<file path="src/rtl/tile_rotator_pkg.sv">
package tile_rotator_pkg;

  typedef enum logic {
    PH_FILL  = 1'b0,
    PH_DRAIN = 1'b1
  } rotPhase_t;

  typedef struct packed {
    logic loadEn;
    logic shiftEn;
    logic dirRev;
  } rotStrobes_t;

endpackage

</file>
<file path="src/rtl/tile_rotator_datapath.sv">
module tile_rotator_datapath
  import tile_rotator_pkg::*;
#(
  parameter int unsigned N = 8,
  localparam int unsigned IDXW = (N > 1) ? $clog2(N) : 1
) (
  input  logic             clk,
  input  logic             rstN,
  input  rotStrobes_t      ctl,
  input  logic [IDXW-1:0]  loadIdx,
  input  logic [N-1:0]     wrData,
  input  logic             outValid,
  output logic [N-1:0]     rdData
);

  logic [N-1:0] lineReg [N];

  for (genvar r = 0; r < N; r++) begin : gLine
    always_ff @(posedge clk or negedge rstN) begin
      if (!rstN) begin
        lineReg[r] <= '0;
      end else if (ctl.loadEn && (loadIdx == IDXW'(r))) begin
        lineReg[r] <= wrData;
      end else if (ctl.shiftEn) begin
        if (ctl.dirRev) lineReg[r] <= {1'b0, lineReg[r][N-1:1]};
        else            lineReg[r] <= {lineReg[r][N-2:0], 1'b0};
      end
    end
  end

  for (genvar i = 0; i < N; i++) begin : gOut
    always_comb begin
      if (!outValid)       rdData[i] = 1'b0;
      else if (ctl.dirRev) rdData[i] = lineReg[N-1-i][0];
      else                 rdData[i] = lineReg[i][N-1];
    end
  end

  // loading and shifting never coincide
  assert_no_load_shift_R6: assert property (@(posedge clk) disable iff (!rstN)
    $onehot0({ctl.loadEn, ctl.shiftEn}));

  // a clockwise shift moves line 0 toward its top end
  assert_shift_fwd_R4: assert property (@(posedge clk) disable iff (!rstN)
    (ctl.shiftEn && !ctl.dirRev) |=> (lineReg[0][N-1:1] == $past(lineReg[0][N-2:0])));

  // an anticlockwise shift moves the last line toward its bottom end
  assert_shift_rev_R5: assert property (@(posedge clk) disable iff (!rstN)
    (ctl.shiftEn && ctl.dirRev) |=> (lineReg[N-1][N-2:0] == $past(lineReg[N-1][N-1:1])));

  // no valid tile means the output reads as zero
  assert_quiet_out_R8: assert property (@(posedge clk) disable iff (!rstN)
    !outValid |-> (rdData == '0));

endmodule

</file>
<file path="src/rtl/tile_rotator_ctrl.sv">
module tile_rotator_ctrl
  import tile_rotator_pkg::*;
#(
  parameter int unsigned N = 8,
  localparam int unsigned IDXW = (N > 1) ? $clog2(N) : 1
) (
  input  logic             clk,
  input  logic             rstN,
  input  logic             wrEn,
  input  logic             rdEn,
  input  logic             dirSel,
  output rotStrobes_t      ctl,
  output logic [IDXW-1:0]  loadIdx,
  output logic             tileReady,
  output logic             tileBusy,
  output logic             accessErr
);

  rotPhase_t       phase;
  logic [IDXW-1:0] stepCnt;
  logic            dirQ;
  logic            errQ;
  logic            wrOk, rdOk, badAccess, lastStep;

  always_comb begin
    wrOk      = (phase == PH_FILL)  && wrEn;
    rdOk      = (phase == PH_DRAIN) && rdEn;
    badAccess = ((phase == PH_FILL) && rdEn) || ((phase == PH_DRAIN) && wrEn);
    lastStep  = (stepCnt == IDXW'(N - 1));
  end

  always_ff @(posedge clk or negedge rstN) begin
    if (!rstN) begin
      phase   <= PH_FILL;
      stepCnt <= '0;
      dirQ    <= 1'b0;
      errQ    <= 1'b0;
    end else begin
      errQ <= badAccess;
      if (wrOk || rdOk) begin
        stepCnt <= lastStep ? '0 : stepCnt + IDXW'(1);
      end
      if (wrOk && lastStep) begin
        phase <= PH_DRAIN;
        dirQ  <= dirSel;
      end else if (rdOk && lastStep) begin
        phase <= PH_FILL;
      end
    end
  end

  always_comb begin
    ctl.loadEn  = wrOk;
    ctl.shiftEn = rdOk;
    ctl.dirRev  = dirQ;
    loadIdx     = stepCnt;
    tileReady   = (phase == PH_DRAIN);
    tileBusy    = (phase == PH_DRAIN) || (stepCnt != '0);
    accessErr   = errQ;
  end

  // a write during draining is flagged next cycle
  assert_wr_err_R7: assert property (@(posedge clk) disable iff (!rstN)
    (tileReady && wrEn) |=> accessErr);

  // a read during loading is flagged next cycle
  assert_rd_err_R8: assert property (@(posedge clk) disable iff (!rstN)
    (!tileReady && rdEn) |=> accessErr);

  // the final write of a tile makes it ready
  assert_fill_done_R2: assert property (@(posedge clk) disable iff (!rstN)
    (!tileReady && wrEn && lastStep) |=> tileReady);

  // the final read of a tile returns to loading
  assert_drain_done_R6: assert property (@(posedge clk) disable iff (!rstN)
    (tileReady && rdEn && lastStep) |=> !tileReady);

  // direction holds through draining
  assert_dir_hold_R9: assert property (@(posedge clk) disable iff (!rstN)
    (tileReady && $past(tileReady)) |-> $stable(ctl.dirRev));

  // a ready tile always counts as busy
  assert_busy_cover_R3: assert property (@(posedge clk) disable iff (!rstN)
    tileReady |-> tileBusy);

endmodule

</file>
<file path="src/rtl/tile_rotator.sv">
module tile_rotator
  import tile_rotator_pkg::*;
#(
  parameter int unsigned N = 8
) (
  input  logic         clk,
  input  logic         rstN,
  input  logic         wrEn,
  input  logic [N-1:0] wrData,
  input  logic         dirSel,
  input  logic         rdEn,
  output logic [N-1:0] rdData,
  output logic         tileReady,
  output logic         tileBusy,
  output logic         accessErr
);

  localparam int unsigned IDXW = (N > 1) ? $clog2(N) : 1;

  rotStrobes_t     ctl;
  logic [IDXW-1:0] loadIdx;

  tile_rotator_ctrl #(.N(N)) uCtrl (
    .clk       (clk),
    .rstN      (rstN),
    .wrEn      (wrEn),
    .rdEn      (rdEn),
    .dirSel    (dirSel),
    .ctl       (ctl),
    .loadIdx   (loadIdx),
    .tileReady (tileReady),
    .tileBusy  (tileBusy),
    .accessErr (accessErr)
  );

  tile_rotator_datapath #(.N(N)) uData (
    .clk      (clk),
    .rstN     (rstN),
    .ctl      (ctl),
    .loadIdx  (loadIdx),
    .wrData   (wrData),
    .outValid (tileReady),
    .rdData   (rdData)
  );

endmodule

</file>
<file path="config.mk">
export PLATFORM = sky130hd
export DESIGN_NAME = tile_rotator
export DESIGN_NICKNAME = d
export VERILOG_FILES = /design/src/rtl/tile_rotator_pkg.sv /design/src/rtl/tile_rotator_datapath.sv /design/src/rtl/tile_rotator_ctrl.sv /design/src/rtl/tile_rotator.sv
export SDC_FILE = /design/constraint.sdc
export NUM_CORES = 1
export LEC_CHECK = 0
export ABC_CLOCK_PERIOD_IN_PS = 4700
export BUFFER_PORTS_ARGS = -buffer_cell sky130_fd_sc_hd__buf_2
export CAP_MARGIN = 20
export CORE_UTILIZATION = 56
export DETAILED_ROUTE_END_ITERATION = 8
export GPL_ROUTABILITY_DRIVEN = 0
export HOLD_SLACK_MARGIN = 0.02
export PLACE_DENSITY = 0.81
export SYNTH_ARGS = -nofsm -noshare
export SYNTH_HDL_FRONTEND = slang
export SYNTH_SLANG_ARGS = --single-unit
</file>
<file path="constraint.sdc">
create_clock -name clk -period 4.7 [get_ports clk]
set_input_delay 0.47 -clock clk [delete_from_list [all_inputs] [get_ports clk]]
set_output_delay 0.47 -clock clk [all_outputs]
set_load 0.03 [all_outputs]
</file>
==> results of run 1 <==
[state kept, by name (all words and copies together) (netlist names)]
name,cells
uCtrl.accessErr,1
uCtrl.loadIdx,3
uData.lineReg,64
uCtrl.tileReady,1
uCtrl.dirQ,1
[cell families (layout without fill, tap and decap cells)]
| family | after synthesis | after routing | share of synthesized area |
|---|---|---|---|
| compound gates | 71 | 71 | 0.1737 |
| simple gates | 115 | 115 | 0.1540 |
| fa+ha+maj | 6 | 6 | 0.01913 |
| mux | 60 | 60 | 0.1537 |
| flops | 70 | 70 | 0.4463 |
| buf+inv | 39 | 48 | 0.05323 |
[Yosys cell counts, drive strengths merged, types with 2 or more instances]
master / n
clkbuf: 3
a221o: 16
nand3: 9
inv: 6
a22oi: 4
nor3: 2
mux2i: 58
nand2: 52
a21oi: 9
and4b: 2
nor2: 28
buf: 30
nand4b: 3
and3: 5
o221a: 33
o211ai: 3
and4bb: 2
and3b: 2
and2: 2
nand4bb: 2
mux2: 2
dfrtp: 70
ha: 6
nand3b: 3
a221oi: 2
[layer usage]
layer	up-vias	track usage	part of all wire	wire, um
li1	1360	-	-	-
met1	1465	0.3979	0.46	4369
met2	106	0.3884	0.45	4208
met3	23	0.05582	0.068	643
met4	0	0.1439	0.024	223
met5	-	0	0	0
[worst max-delay path, cell delays in order, from the launching register on]
cell     delay [ns]
dfrtp_2        0.82
buf_4          0.44
mux2i_1        0.23
nor2_1         0.06
buf_2          0.18
[worst paths after layout]
check	to	from	slack, ns
max	rdData[2]	uCtrl.dirQ	2.11
max in group asynchronous	uData.lineReg[43]	rstN	3.57
min reg2reg	uData.lineReg[56]	uData.lineReg[56]	0.52
min in group clk	uCtrl.dirQ	dirSel	0.30
min	uData.lineReg[59]	rstN	0.16
max reg2reg	uData.lineReg[43]	uCtrl.dirQ	2.44
[final cells by class]
cell class | count | area, sq um | share of cell area
Clock buffer | 13 | 158.9 | 0.03784
Tap cell | 96 | 120.1 | 0.02861
Sequential cell | 70 | 1753 | 0.4175
Multi-Input combinational cell | 252 | 1964 | 0.4678
Timing Repair Buffer | 26 | 137.6 | 0.03278
Inverter | 6 | 22.52 | 0.005364
Clock inverter | 3 | 42.54 | 0.01013
[power breakdown]
| group | leakage, uW | internal [uW] | switching [uW] | total, uW |
|---|---|---|---|---|
| sequential | 0.000827 | 885 | 323 | 1210 |
| clock | 0.0000996 | 274 | 231 | 505 |
| combinational | 0.000950 | 652 | 661 | 1310 |
| total | 0.00188 | 1810 | 1220 | 3030 |
[metrics by stage]
step	util	setup WS, ns
after floorplan	-	2.839
final	0.6180	2.110
after CTS	0.6180	2.096
after global placement	0.5884	2.546
after detailed placement	0.5884	2.499
after global routing	0.6180	1.985
==> flow_summary_export.csv, run 1 <==
group,metric,value,unit
outcome,status,"finished, final reports clean",
route,avgViaCountPerCell,6.339,
floorplan,core_area,6794,sq um
min_path,hold_class,"primary input to asynchronous set/reset pin",
layout,syn_to_final_growth,6.981,%
cts,root_buffer,"clkbuf_8",
grt,antenna_found_initial,0,
critical_path,cp.required,4.23,ns
sta,fin_hold_ws,0.1564,ns
sta,rsz0062_at_grt,"no",
sta,hold_viol,0,
cts,path_clk_slew,0.08,ns
yosys,synth_edf_count,0,
power_and_ir_drop,ir_worst_vdd,0.3610,mV
placement,dpl.hpwl,6.147,mm
grt,grt_pass1_vias,2936,
layout,final_area,4199,sq um
critical_path,path_class,"flop to primary output",
sta,relSlewSlack,0.5091,
grt,grt_start_max_net_pins,44,
floorplan,rows,30,
layout,n_fill_cell,567,
sta,fmax,386.0,MHz
critical_path,arrival,2.12,ns
power_and_ir_drop,p_leak,0.001877,uW
layout,drive_above_1_share,0.1946,
yosys,synth.area.top_cells,"dfrtp_1 (45%), mux2i_1 (15%), o221a_2 (5.5%), nand2_1 (4.9%), a221o_1 (4.1%)",
cts,cts_sinks,70,
layout,post_layout_nonfiller_instances,466,
cts,hold_buffers,0,
floorplan,die_area,7348,sq um
grt,grt_pass1_wl,15.20,mm
route,ant_nets,0,
placement,place_area,3998,sq um
yosys,yosysUniqueCellTypes,46,
sta,post-route-min-period,2.590,ns
floorplan,io_pins,24,
critical_path,critPathMaxFanout,28,
yosys,synth_nets,380,
critical_path,rr_worst_depth,4,
route,wirelength,9.445,mm
layout,num_antenna_cells,0,
critical_path,worstSetupStartpointType,"flop",
route,routedWlPerCell,20.27,um
sta,tightestPinTransition,0.7352,ns
floorplan,dieWidth,85.72,um
power_and_ir_drop,p_per_area,720.7,nW/um^2
route,via_count,2954,
yosys,ys_seq_area_frac,0.4463,
cts,cts_buffers,9,
yosys,ys_ff_latch,70,
cts,clk_path_buf_depth,2,
floorplan,start_util,0.5777,
placement,portBuffers,23,
yosys,synth_area,3925,sq um
critical_path,crit_path_end_kind,"primary output",
layout,final_common_cell,"dfrtp_1",
route,drt-pass1-iter-count,5,
yosys,syn_avg_cell_area,10.87,sq um
sta,setup_viol,0,
cts,cts_tree,"done",
power_and_ir_drop,power.total,3026,uW
layout,layout_common_cells,"dfrtp_1 (69), mux2i_1 (58), nand2_1 (51)",
yosys,synth_cells,361,
sta,final_max_slew_viol_count,0,
yosys,synth_ff_type,"dfrtp_1",
yosys,synth_top_area_frac,0.4463,
grt,grt_usage,0.2747,
placement,dp_cells,450,
sta,clock-skew-final,0.01098,ns
grt,grt_overflow,0,
yosys,postSynth.asyncResetShare,1.000,
yosys,yosysWarnings,0,
flow_run,drv_cap,0,
cts,cts_resized,0,
route,first_iter_violations,240,
yosys,yosys.area.top_type,"dfrtp_1",
floorplan,fp.dieH,85.72,um
layout,final_net_count,384,
sta,post-route-period-util,0.5512,
cts,clock_latency,0.36,ns
route,drcViolationCount,0,
sta,fin_tns_setup,0,ns
cts,h-tree-depth,3,
cts,cts_setup_buffers,0,
Note: power is estimated with default switching activity, not from simulation.
==> run 2, diff against run 1 <==
--- a/config.mk
+++ b/config.mk
@@ -5,14 +5,14 @@
 export SDC_FILE = /design/constraint.sdc
 export NUM_CORES = 1
 export LEC_CHECK = 0
-export ABC_CLOCK_PERIOD_IN_PS = 4700
+export ABC_CLOCK_PERIOD_IN_PS = 2200
 export BUFFER_PORTS_ARGS = -buffer_cell sky130_fd_sc_hd__buf_2
 export CAP_MARGIN = 20
-export CORE_UTILIZATION = 56
+export CORE_UTILIZATION = 55
 export DETAILED_ROUTE_END_ITERATION = 8
 export GPL_ROUTABILITY_DRIVEN = 0
 export HOLD_SLACK_MARGIN = 0.02
-export PLACE_DENSITY = 0.81
+export PLACE_DENSITY = 0.83
 export SYNTH_ARGS = -nofsm -noshare
 export SYNTH_HDL_FRONTEND = slang
 export SYNTH_SLANG_ARGS = --single-unit
==> constraint.sdc (replaced) <==
create_clock -name clk -period 2.2 [get_ports clk]
set_input_delay 0.22 -clock clk [delete_from_list [all_inputs] [get_ports clk]]
set_output_delay 0.22 -clock clk [all_outputs]
set_load 0.03 [all_outputs]
==> run 2 against run 1 <==
Effect of this change:
- final area increased by 0.98%
- die area increased by 1.8%
- clock skew decreased by 0.0018 ns
- clock power increased by 88%
- critical path depth decreased by 1
- sequential cell count unchanged
- sequential share of layout area decreased by 0.41 points
- hold slack got worse by 0.098 ns
- power increased by 110%
- first-iteration DRC count increased by 44%
- wire length increased by 3.5%
- utilization increased by 0.26 points
- largest cell class unchanged
==> flow_summary_export.csv, run 2 (synthesized netlist as in run 1, its figures left out) <==
group,metric,value,unit
cts,root_buffer,"clkbuf_8",
sta,clock-skew-final,0.009197,ns
route,drcViolationCount,0,
sta,relSlewSlack,0.6192,
critical_path,crit_path_end_kind,"primary output",
sta,tightestPinTransition,0.5713,ns
grt,grt_pass1_wl,15.66,mm
power_and_ir_drop,power.total,6428,uW
critical_path,cp.required,1.98,ns
sta,fin_hold_ws,0.05887,ns
power_and_ir_drop,p_per_area,1516,nW/um^2
critical_path,arrival,1.71,ns
critical_path,critPathBufInv,2,
layout,n_fill_cell,573,
critical_path,path_class,"flop to primary output",
cts,clk_path_buf_depth,2,
critical_path,critPathMaxFanout,22,
route,via_count,3039,
placement,portBuffers,23,
outcome,status,"finished, final reports clean",
floorplan,io_pins,24,
grt,grt_start_max_net_pins,71,
layout,drive_above_1_share,0.2053,
cts,cts_resized,0,
cts,cts_sinks,70,
layout,seq_area,1753,sq um
route,drt-pass1-iter-count,5,
grt,antenna_found_initial,0,
floorplan,start_util,0.5745,
cts,h-tree-depth,3,
floorplan,rows,30,
cts,cts_setup_buffers,0,
sta,fmax,518.8,MHz
layout,num_antenna_cells,0,
layout,syn_to_final_growth,8.033,%
power_and_ir_drop,ir_worst_vdd,0.9123,mV
min_path,hold_class,"primary input to flop",
layout,layout_common_cells,"dfrtp_1 (69), mux2i_1 (58), nand2_1 (51)",
sta,rsz0062_at_grt,"no",
critical_path,crit_family,"flip-flops",
sta,post-route-period-util,0.8762,
critical_path,path_cells,"inv_2 > nor2_1 > buf_2",
route,ant_nets,0,
floorplan,fp.dieH,86.48,um
route,routedWlPerCell,20.76,um
cts,clock_latency,0.35,ns
grt,grt_pass1_vias,2907,
sta,hold_viol,0,
sta,setup_ws,0.2724,ns
critical_path,worstSetupStartpointType,"flop",
layout,multi_input_area,1964,sq um
flow_run,drv_cap,0,
critical_path,crit_slowest_cell,"dfrtp_1",
cts,cts_tree,"done",
layout,final_common_cell,"dfrtp_1",
sta,post-route-min-period,1.928,ns
floorplan,core_area,6832,sq um
sta,setup_viol,0,
layout,largest_reg_flops,64,
power_and_ir_drop,p_leak,0.001901,uW
floorplan,die_area,7478,sq um
floorplan,dieWidth,86.48,um
route,wirelength,9.777,mm
cts,path_clk_slew,0.08,ns
sta,final_max_slew_viol_count,0,
layout,final_util,0.6207,
sta,fin_tns_setup,0,ns
placement,dpl.hpwl,6.063,mm
placement,pre_cts_slack,0.3473,ns
route,avgViaCountPerCell,6.452,
route,first_iter_violations,345,
layout,largest_register,"uData.lineReg",
cts,cts_buffers,9,
grt,grt_usage,0.2818,
cts,hold_buffers,1,
grt,grt_overflow,0,
critical_path,slowest_delay,0.71,ns
layout,final_net_count,389,
run 2: cell types whose count changed in the layout (fill, tap and decap cells not counted), sizes merged:
cell,delta
clkinv,+2
bufinv,-1
dlygate4sd3,+1
buf,+4
clkbuf,-1
run 2: final timing paths:
check | startpoint | to | slack, ns | cells after the start
max | uCtrl.tileReady | rdData[3] | 0.27 | 3
min | dirSel | uCtrl.dirQ | 0.06 | 3
max reg2reg | uCtrl.loadIdx[0] | uData.lineReg[5] | 0.31 | 5
min reg2reg | uData.lineReg[56] | uData.lineReg[56] | 0.54 | 1
max in group asynchronous | rstN | uCtrl.dirQ | 1.47 | 3
min in group asynchronous | rstN | uData.lineReg[36] | 0.41 | 3
run 2: area by class of cell:
type | count | area share
Clock inverter | 4 | 0.005311
Inverter | 6 | 0.005311
Sequential cell | 70 | 0.4134
Timing Repair Buffer | 31 | 0.04780
Clock buffer | 12 | 0.03659
Tap cell | 96 | 0.02833
Multi-Input combinational cell | 252 | 0.4633
run 2: through the flow:
step                      cells  instance area (sq um)
after floorplan             361                   3925
after global placement      454                   4053
after detailed placement    454                   4053
after CTS                   471                   4240
after global routing        471                   4240
final                       471                   4240
run 2: worst min-delay path: stages:
cell	delay, ns
buf_2	0.07
nand2_1	0.04
nand2_1	0.05
run 2: power by group:
group | internal [uW] | switching [uW] | total [uW]
registers | 1890 | 593 | 2490
clock network | 465 | 482 | 948
logic | 1440 | 1560 | 2990
total | 3800 | 2630 | 6430
run 2: per-layer routing:
metal  vias up  wire length, um  track usage
met5         -                0            0
met4         0              216      0.08636
met3        22              755      0.07810
met2       153             4316       0.4192
met1      1500             4489       0.4015
li1       1364                -            -
==> run 3, diff against run 2 <==
--- a/config.mk
+++ b/config.mk
@@ -5,14 +5,14 @@
 export SDC_FILE = /design/constraint.sdc
 export NUM_CORES = 1
 export LEC_CHECK = 0
-export ABC_CLOCK_PERIOD_IN_PS = 2200
+export ABC_CLOCK_PERIOD_IN_PS = 2300
 export BUFFER_PORTS_ARGS = -buffer_cell sky130_fd_sc_hd__buf_2
 export CAP_MARGIN = 20
-export CORE_UTILIZATION = 55
+export CORE_UTILIZATION = 56
 export DETAILED_ROUTE_END_ITERATION = 8
 export GPL_ROUTABILITY_DRIVEN = 0
 export HOLD_SLACK_MARGIN = 0.02
-export PLACE_DENSITY = 0.83
+export PLACE_DENSITY = 0.81
 export SYNTH_ARGS = -nofsm -noshare
 export SYNTH_HDL_FRONTEND = slang
 export SYNTH_SLANG_ARGS = --single-unit
==> constraint.sdc (replaced) <==
create_clock -name clk -period 2.3 [get_ports clk]
set_input_delay 0.23 -clock clk [delete_from_list [all_inputs] [get_ports clk]]
set_output_delay 0.23 -clock clk [all_outputs]
set_load 0.03 [all_outputs]
==> run 3 against run 2 <==
Effect of this change:
- critical path depth up 1
- wire length down 1.6%
- sequential power down 3%
- final area up 0.53%
- sequential share of layout area down 0.22 points
- non-clock buffer count up 3
- first-iteration DRC count down 33%
- worst setup slack better by 0.025 ns
- clock power down 3.9%
- clock-buffer cell count unchanged
- hold slack worse by 0.0014 ns
- final cell count up 0.64%
- critical endpoint is now rdData[5]
- highest routed layer unchanged
==> flow_summary_export.csv, run 3 (synthesized netlist as in run 1, its figures left out) <==
group,metric,value,unit
power_and_ir_drop,p_sw,2499,uW
sta,fin_tns_setup,0,ns
sta,post-route-period-util,0.8709,
sta,rsz0062_at_grt,"no",
power_and_ir_drop,swShare,0.4060,
cts,root_buffer,"clkbuf_8",
layout,syn_to_final_growth,8.607,%
route,via_count,3038,
placement,dp_cells,457,
critical_path,crit_slowest_cell,"dfrtp_2",
grt,grt_overflow,0,
critical_path,critPathMaxFanout,15,
route,route.met3.wl,601,um
floorplan,fp.dieH,85.72,um
cts,path_clk_slew,0.08,ns
sta,tightestPinTransition,0.6462,ns
floorplan,die_area,7348,sq um
power_and_ir_drop,seq_power_share,0.394,
floorplan,core_area,6794,sq um
layout,layout_common_cells,"dfrtp_1 (69), mux2i_1 (58), nand2_1 (51)",
route,ant_nets,0,
power_and_ir_drop,p_per_area,1444,nW/um^2
cts,clock_latency,0.35,ns
route,drt-pass1-iter-count,5,
cts,cts_tree,"done",
route,avgViaCountPerCell,6.409,
route,top_layer,"met4",
critical_path,worstSetupStartpointType,"flop",
route,drcViolationCount,0,
grt,grt_start_max_net_pins,44,
critical_path,timing.rr.start,"uCtrl.loadIdx[0]",
cts,h-tree-depth,3,
sta,post-route-min-period,2.003,ns
floorplan,rows,30,
power_and_ir_drop,ir_worst_vdd,0.7746,mV
power_and_ir_drop,p_int,3656,uW
route,routedWlPerCell,20.30,um
critical_path,rr_worst_depth,5,
critical_path,cp.required,2.07,ns
min_path,hold_class,"primary input to flop",
grt,grt_pass1_vias,2935,
sta,setup_viol,0,
layout,final_area,4263,sq um
grt,grt_pass1_wl,15.77,mm
placement,portBuffers,23,
layout,post_layout_nonfiller_instances,474,
critical_path,reg2reg_to,"uData.lineReg[25]",
critical_path,crit_path_end_kind,"primary output",
route,wl_met1,4.495,mm
route,first_iter_violations,230,
layout,num_antenna_cells,0,
min_path,min_to,"uCtrl.dirQ",
flow_run,drv_cap,0,
power_and_ir_drop,p_leak,0.001917,uW
route,wl_met2,4.308,mm
cts,clk_path_buf_depth,2,
cts,cts_resized,0,
outcome,status,"finished, final reports clean",
grt,antenna_found_initial,0,
min_path,hold_path_startpoint,"dirSel",
power_and_ir_drop,clockPowerShare,0.148,
sta,clock-skew-final,0.01162,ns
sta,final_max_slew_viol_count,0,
critical_path,path_class,"flop to primary output",
floorplan,io_pins,24,
min_path,holdPathStages,3,
critical_path,slowest_delay,0.63,ns
layout,final_common_cell,"dfrtp_1",
floorplan,start_util,0.5777,
cts,cts_sinks,70,
route,wirelength,9.623,mm
layout,drive_above_1_share,0.2116,
layout,final_net_count,392,
critical_path,worst-r2r-setup-slack,0.44,ns
layout,largest_reg_flops,64,
sta,fmax,499.3,MHz
floorplan,dieWidth,85.72,um
sta,relSlewSlack,0.5692,
sta,hold_viol,0,
placement,place_area,4075,sq um
power_and_ir_drop,p_comb_frac,0.458,
critical_path,path_cells,"buf_4 > mux2i_1 > nor2_1 > buf_2",
grt,grt_usage,0.2847,
layout,largest_register,"uData.lineReg",
critical_path,arrival,1.77,ns
sta,fin_hold_ws,0.05745,ns
placement,dpl.hpwl,6.299,mm
cts,cts_buffers,9,
-- run 3: cell count changes in the layout (fill, tap and decap cells not counted), sizes merged --
cell | before | now
buf | 30 | 33
-- run 3: repair_timing --
item	CTS	global route
endpoints found under the hold margin	24	0
hold buffers	1	0
buffers inserted	0	0
-- run 3: power groups by stage --
stage          sequential, uW  combinational (uW)  clock (uW)
2_1_floorplan            2190                2380           0
3_3_place_gp             2390                2720           0
3_5_place_dp             2410                2810           0
4_1_cts                  2400                2820         922
5_1_grt                  2490                3090         973
6_report                 2420                2820         911
-- run 3: per-stage QoR --
stage | power, uW | setup slack (ns) | util
floorplan | 4565 | 0.6376 | -
global placement | 5112 | 0.5428 | 0.5998
detailed placement | 5220 | 0.4818 | 0.5998
CTS | 6140 | 0.3018 | 0.6274
global route | 6549 | 0.2275 | 0.6274
finish | 6155 | 0.2970 | 0.6274
-- run 3: final cells by class --
class	count	area (sq um)
Fill cell	520	2531
Multi-Input combinational cell	252	1964
Sequential cell	70	1753
Timing Repair Buffer	34	225.2
Clock buffer	12	155.1
Tap cell	96	120.1
Clock inverter	4	22.52
Inverter	6	22.52
-- run 3: worst max-delay path by stage --
stage	depth (start not counted)	start	end
after floorplan	5	uCtrl.loadIdx[0]	uData.lineReg[3]
after global placement	5	uCtrl.loadIdx[0]	uData.lineReg[25]
after detailed placement	5	uCtrl.loadIdx[0]	uData.lineReg[26]
after CTS	4	uCtrl.dirQ	rdData[5]
after global routing	4	uCtrl.dirQ	rdData[5]
final	4	uCtrl.dirQ	rdData[5]
-- run 3: routing by layer --
layer | GRT usage | vias to the layer above
met5 | 0 | -
met4 | 0.1333 | 0
li1 | - | 1374
met2 | 0.4058 | 121
met3 | 0.04524 | 20
met1 | 0.4255 | 1523
-- run 3: critical path, delay by kind of cell (launching register included) --
kind | cells | cell delay [ns]
buf+inv | 2 | 0.51
flops | 1 | 0.63
simple gates | 1 | 0.05
mux | 1 | 0.22
